[src/rtl/i2c_wr_target.sv]
module i2c_wr_target #(
  parameter logic [4:0] ADDR_HI  = 5'b01111,
  parameter int         SYNC_LEN = 2
) (
  input  logic       clk,
  input  logic       rst_n,
  input  logic       scl_i,
  input  logic       sda_i,
  input  logic [1:0] strap_i,
  output logic       sda_drive_low_o,
  output logic       wr_stb_o,
  output logic [7:0] wr_addr_o,
  output logic [7:0] wr_data_o
);

  typedef enum logic [1:0] {PH_IDLE, PH_DEV, PH_REG, PH_DATA} phase_t;

  logic [SYNC_LEN-1:0] scl_sync, sda_sync;
  logic                scl_q, sda_q;
  logic [3:0]          bit_cnt;
  logic                in_ack;
  logic [7:0]          shreg, ptr, data_q;
  logic                drive, stb;
  phase_t              phase;

  wire scl_s    = scl_sync[SYNC_LEN-1];
  wire sda_s    = sda_sync[SYNC_LEN-1];
  wire start_ev = scl_q & scl_s & sda_q & ~sda_s;
  wire stop_ev  = scl_q & scl_s & ~sda_q & sda_s;
  wire scl_rise = ~scl_q & scl_s;
  wire scl_fall = scl_q & ~scl_s;
  wire byte_end = (bit_cnt == 4'd8);
  wire dev_hit  = (shreg[7:1] == {ADDR_HI, strap_i}) && !shreg[0];

  always_ff @(posedge clk) begin
    if (!rst_n) begin
      scl_sync <= '1;
      sda_sync <= '1;
      scl_q    <= 1'b1;
      sda_q    <= 1'b1;
    end else begin
      scl_sync <= {scl_sync[SYNC_LEN-2:0], scl_i};
      sda_sync <= {sda_sync[SYNC_LEN-2:0], sda_i};
      scl_q    <= scl_s;
      sda_q    <= sda_s;
    end
  end

  always_ff @(posedge clk) begin
    if (!rst_n) begin
      phase   <= PH_IDLE;
      bit_cnt <= '0;
      in_ack  <= 1'b0;
      shreg   <= '0;
      ptr     <= '0;
      data_q  <= '0;
      drive   <= 1'b0;
      stb     <= 1'b0;
    end else begin
      stb <= 1'b0;
      if (start_ev) begin
        phase   <= PH_DEV;
        bit_cnt <= '0;
        in_ack  <= 1'b0;
        drive   <= 1'b0;
      end else if (stop_ev) begin
        phase   <= PH_IDLE;
        bit_cnt <= '0;
        in_ack  <= 1'b0;
        drive   <= 1'b0;
      end else if (phase != PH_IDLE) begin
        if (scl_rise && !byte_end) begin
          shreg   <= {shreg[6:0], sda_s};
          bit_cnt <= bit_cnt + 4'd1;
        end else if (scl_fall && byte_end) begin
          if (in_ack) begin
            drive   <= 1'b0;
            in_ack  <= 1'b0;
            bit_cnt <= '0;
            case (phase)
              PH_DEV:  phase <= PH_REG;
              PH_REG:  phase <= PH_DATA;
              PH_DATA: ptr   <= ptr + 8'd1;
              default: phase <= PH_IDLE;
            endcase
          end else begin
            case (phase)
              PH_DEV: begin
                if (dev_hit) begin
                  drive  <= 1'b1;
                  in_ack <= 1'b1;
                end else begin
                  phase <= PH_IDLE;
                end
              end
              PH_REG: begin
                ptr    <= shreg;
                drive  <= 1'b1;
                in_ack <= 1'b1;
              end
              PH_DATA: begin
                data_q <= shreg;
                stb    <= 1'b1;
                drive  <= 1'b1;
                in_ack <= 1'b1;
              end
              default: phase <= PH_IDLE;
            endcase
          end
        end
      end
    end
  end

  assign sda_drive_low_o = drive;
  assign wr_stb_o        = stb;
  assign wr_addr_o       = ptr;
  assign wr_data_o       = data_q;

endmodule

[config.mk]
export PLATFORM = sky130hd
export DESIGN_NAME = i2c_wr_target
export DESIGN_NICKNAME = d
export VERILOG_FILES = /design/src/rtl/i2c_wr_target.sv
export SDC_FILE = /design/constraint.sdc
export NUM_CORES = 1
export LEC_CHECK = 0
export BUFFER_PORTS_ARGS = -buffer_cell sky130_fd_sc_hd__buf_4
export CORE_ASPECT_RATIO = 2
export CORE_UTILIZATION = 35
export CTS_CLUSTER_DIAMETER = 40
export DETAILED_ROUTE_END_ITERATION = 12
export HOLD_SLACK_MARGIN = 0.08
export PLACE_DENSITY_LB_ADDON = 0.05
export SKIP_LAST_GASP = 1
export SLEW_MARGIN = 20
export SYNTH_ARGS = -nofsm -noshare
export SYNTH_HDL_FRONTEND = slang
export SYNTH_SLANG_ARGS = --single-unit
[constraint.sdc]
create_clock -name clk -period 2.6 [get_ports clk]
set_clock_uncertainty 0.1 [all_clocks]
set_input_delay 0.52 -clock clk [delete_from_list [all_inputs] [get_ports clk]]
set_output_delay 0.52 -clock clk [all_outputs]
set_load 0.01 [all_outputs]
======== After elaboration in Yosys (flattened, before gate mapping) ========
Index checks and enable logic that the tools add are counted.
Widths: inputs -> output; s select.
storage, ports and cells
  register bits after elaboration ......... 39
  latch bits .............................. 0
  memory bits (writable) .................. 0
  bits in read-only memories .............. 0
  output and inout port bits .............. 18
  memories kept ........................... 0
cells by class
  add/sub/neg operators ................... 2
  $mul .................................... 0
  divide/modulo/power cells ............... 0
  $lt $le $gt $ge ......................... 0
  eq/ne operators ......................... 14
  shift-type cells ........................ 0
  mux-type cells .......................... 22
  bitwise gates (word level) .............. 18
  reduce and logical (&&, ||, !) cells .... 23
operators with widths
  operator             count
  $mux 8               3
  $reduce_and 7->1     2
  $mux 4               3
  $reduce_and 6->1     2
  $not 1->1            11
  $mux 1               10
  $ne 3x3->1 const B   3
  $reduce_bool 3->1    3
  $add 8x1->8 const B  1
  $reduce_bool 2->1    4
  $and 1x1->1          7
  $eq 7x6->1           1
  $reduce_or 7->1      1
  $pmux 2 s3           1
  $reduce_and 3->1     2
  $ne 5x5->1 const B   1
  $reduce_and 5->1     1
  $add 4x1->4 const B  1
  $eq 2x2->1 const B   2
  $eq 4x4->1 const B   1
  $mux 2               2
  $ne 2x1->1 const B   2
  $ne 4x1->1 const B   1
  $ne 4x4->1 const B   1
  9 further kinds      13

======== Longest topological paths before layout ========
  depth after elaboration ................. 10
  mapped depth ............................ 8
  depth with buffers taken out ............ 6

======== Worst setup path after synthesis ========
Ideal clock, no wire load.
  path kind ............................... in2reg
  start point ............................. in strap_i[1]
  end point ............................... reg phase[0]
  library setup time ...................... 72 ps
  arrival ................................. 1626 ps
  slack ................................... 802 ps
  stages on the path ...................... 4
  buffers on the path ..................... 0
  cell sequence ........................... xor2_1 > or4_4 > a311oi_2 > mux2i_1
on the way
  cells in the longest elaborated chain, start to end .. 4
RTL lines
  what                               RTL line  RTL
  from (decl)                        9         input logic [1:0] strap_i,
  $eq 7x6->1                         33        wire dev_hit = (shreg[7:1] == {ADDR_HI, strap_i}) && !shreg[0];
  $logic_and 1x1->1                  33
  $ne 5x5->1 (no source line)        n/a
  $reduce_and 6->1 (no source line)  n/a
  to (signal assigned)               51        phase <= PH_IDLE;
  to (signal assigned)               62        phase <= PH_DEV;
  to (signal assigned)               67        phase <= PH_IDLE;
  to (decl)                          24        phase_t phase;
Every way passes these cells.
A chain may end at the register's enable or synchronous reset.

======== Worst setup path in the final report ========
  start point ............................. reg phase[0]
  end point ............................... reg ptr[3], in the netlist wr_addr_o[3]
on the way
  cells in the longest elaborated chain, start to end .. 3
  elaborated cells between the ends (all ways) .. 6
  those cells by class .................... eq/ne: 3; reduce/logical: 3
RTL lines
  what                                                                     RTL line  RTL
  $eq 2x2->1 (on tied branches)                                            80, 87
  $ne 2x1->1 (no source line) / $reduce_bool 2->1 (equally long branches)  n/a
  $reduce_and 7->1 (no source line) *                                      n/a
  to (signal assigned)                                                     83        PH_DATA: ptr <= ptr + 8'd1;
  to (signal assigned)                                                     97        ptr <= shreg;
  to (decl)                                                                22        logic [7:0] shreg, ptr, data_q;
Every way passes the cells marked *; elsewhere a longest branch is shown, timed or not.

==> results.sh <==
export IMPL_dr_first_iter_drc_count=21
export IMPL_start_kind="flip-flop"
export IMPL_final_core_util=0.442
export IMPL_chipHeight_um=104
export IMPL_fp_row_count=36
export IMPL_ys_async_sr_fraction=0
export IMPL_first_global_vias=1534
export IMPL_ys_flop_type="dfxtp_1"
export IMPL_critPathLaunch="phase[0]"
export IMPL_p_leak_uw=0.000871
export IMPL_min_period_over_period=0.797
export IMPL_criticalPathCategory="flip-flop to flip-flop"
export IMPL_finalSetupViolCount=0
export IMPL_cp_end_kind="flip-flop"
export IMPL_vias_per_cell=5.49
export IMPL_clk_pin_slew_worst_paths_ps=80
export IMPL_crit_path_max_fanout=10
export IMPL_post_route_min_period_ps=2070
export IMPL_worstSkewPairLatency_ps=300
export IMPL_drv_slew=0
export IMPL_holdCritPathClass="input port to flip-flop"
export IMPL_status="finished clean"
export IMPL_place_congestion=0.832
export IMPL_yosysWarnings=0
export IMPL_die_area_um2=5480
export IMPL_final_cell_mix="dfxtp_1 (39), buf_4 (28), nand2_1 (20)"
export IMPL_num_vias=1588
export IMPL_syn_nets=218
export IMPL_r2r_slack_ps=530
export IMPL_hold_path_endpoint="scl_sync[0]"
export IMPL_synth_edff_count=0
export IMPL_netlist_top_cells_area="dfxtp_1 (43%), mux2i_1 (5.5%), a21oi_1 (5.3%)"
export IMPL_wire_per_inst_um=15.0
export IMPL_post_cts_setup_buffers=0
export IMPL_clockBufferDepth=2
export IMPL_htreeDepth=2
export IMPL_clock_root_buffer="clkbuf_8"
export IMPL_gr_total_overflow=0
export IMPL_synthCells=205
export IMPL_p_per_area_nw_per_um2=530
export IMPL_area_delta_synth_final_pct=19.8
export IMPL_die_width_um=52.8
export IMPL_coreArea_um2=4910
export IMPL_crit_required_ps=2650
export IMPL_first_pass_iters=5
export IMPL_peakVddDrop_v=0.000410
export IMPL_drive_above_1_share=0.211
export IMPL_max_freq_mhz=482
export IMPL_initial_utilization=0.369
export IMPL_final_hold_viol_count=0
export IMPL_grt_max_degree=22
export IMPL_r2r_start="phase[0]"
export IMPL_n_antenna_cell=0
export IMPL_ys_types=45
export IMPL_syn_cell_area_um2=1810
export IMPL_r2r_end="wr_addr_o[3]"
export IMPL_syn_avg_cell_area_um2=8.83
export IMPL_slew_headroom=0.551
export IMPL_ys_ff_latch=39
export IMPL_critPathArrivalTime_ps=2130
export IMPL_hold_depth=2
export IMPL_ctsHoldBuffers=0
export IMPL_totalWireLength_um=4340
export IMPL_cts_made_buffers=5
export IMPL_drtAntennaViolNets=0
export IMPL_yosysSeqAreaShare=0.432
export IMPL_filler_cell_count=499
export IMPL_reg2regPathDepth=6
export IMPL_maxCapViolCount=0
export IMPL_grt_pass1_wl_um=7050
export IMPL_grt_usage=0.174
export IMPL_hold_start="scl_i"
export IMPL_drc_errors=0
export IMPL_worstMarginPinSlew_ps=672
export IMPL_layout_commonest_cell="dfxtp_1"
export IMPL_yosysTopAreaCell="dfxtp_1"
export IMPL_synth_top_area_frac=0.432
export IMPL_post_cts_resized=0
export IMPL_ios=24
export IMPL_cts_tree="built"
export IMPL_tns_ps=0
export IMPL_grt_setup_unrepaired="no"
export IMPL_antenna_found_initial=0
export IMPL_port_buffers=23
export IMPL_dpl_hpwl_um=3150
export IMPL_nets=244
export IMPL_clkSinkCount=39
[how the worst max path moves through the flow]
| stage | endpoint | slack (ps) | depth (start not counted) |
|---|---|---|---|
| finish | wr_addr_o[3] | 530 | 6 |
| CTS | wr_addr_o[5] | 520 | 5 |
| global placement | phase[0] | 620 | 5 |
| detailed placement | wr_addr_o[5] | 570 | 5 |
| global route | wr_addr_o[3] | 330 | 6 |
| floorplan | phase[0] | 800 | 4 |
[power by group]
| group | internal [µW] | total [µW] | switching, µW |
|---|---|---|---|
| combinational | 13.9 | 31.0 | 17.1 |
| sequential | 601 | 604 | 3.44 |
| clock | 286 | 514 | 228 |
| total | 900 | 1150 | 249 |
[layer usage]
metal	up-vias	global-route usage	routed length, µm
met5	-	0	0
met4	0	0.0883	119
met3	9	0.0396	113
met2	29	0.298	2330
met1	772	0.188	1780
li1	778	-	-
[area by class of cell]
type	count	area (µm²)	share of cell area
Multi-Input combinational cell	150	967	0.446
Clock inverter	3	43.8	0.0202
Clock buffer	5	68.8	0.0317
Timing Repair Buffer	28	210	0.0969
Tap cell	57	71.3	0.0329
Sequential cell	39	781	0.360
Inverter	7	26.3	0.0121
[Yosys cell counts (2+ instances only)]
master    count
clkbuf_1      8
a31oi_1       2
o21ai_0       5
inv_1         6
nor3b_1       2
o22ai_1       2
mux2i_1      10
o221a_2       3
nand3b_1      2
ha_1          7
a21oi_1      19
nand2_1      20
dfxtp_1      39
nand4_1       2
and3_1        3
xor2_1        4
nor2_1       18
nand2b_1      8
nand3_1      19
[registers in the layout, summed over array words and instances (netlist names)]
signal           flops
shreg                8
wr_addr_o            8
wr_data_o            8
bit_cnt              4
phase                2
scl_sync             2
sda_sync             2
in_ack               1
scl_q                1
sda_drive_low_o      1
sda_q                1
wr_stb_o             1
[worst max-delay path, stage by stage, from the launching register on]
cell and delay (ps):
dfxtp_1 390, inv_1 80, ha_1 230, nor3b_1 490
nand3_2 310, o21ai_0 240, a21oi_1 80
[kinds of logic (layout without fill, tap and decap cells)]
kind of cell,after synthesis,count (layout),share of synthesized area
AO/OA/AOI/OAI,43,43,0.161
XOR/XNOR,5,5,0.0242
adder cells (fa/ha/maj),7,7,0.0484
buffers and inverters,16,43,0.0339
flip-flops,39,39,0.432
multiplexers,11,11,0.0616
AND/OR/NAND/NOR,84,84,0.239
[stage by stage]
stage	instances	total power (µW)	setup slack [ps]	hold slack, ps	area [µm²]
global route	289	1190	332	295	2170
finish	289	1150	527	297	2170
floorplan	205	635	802	286	1810
global placement	281	649	618	289	2060
detailed placement	281	650	569	297	2060
CTS	289	1160	519	291	2170
(Power assumes the default switching activity.)
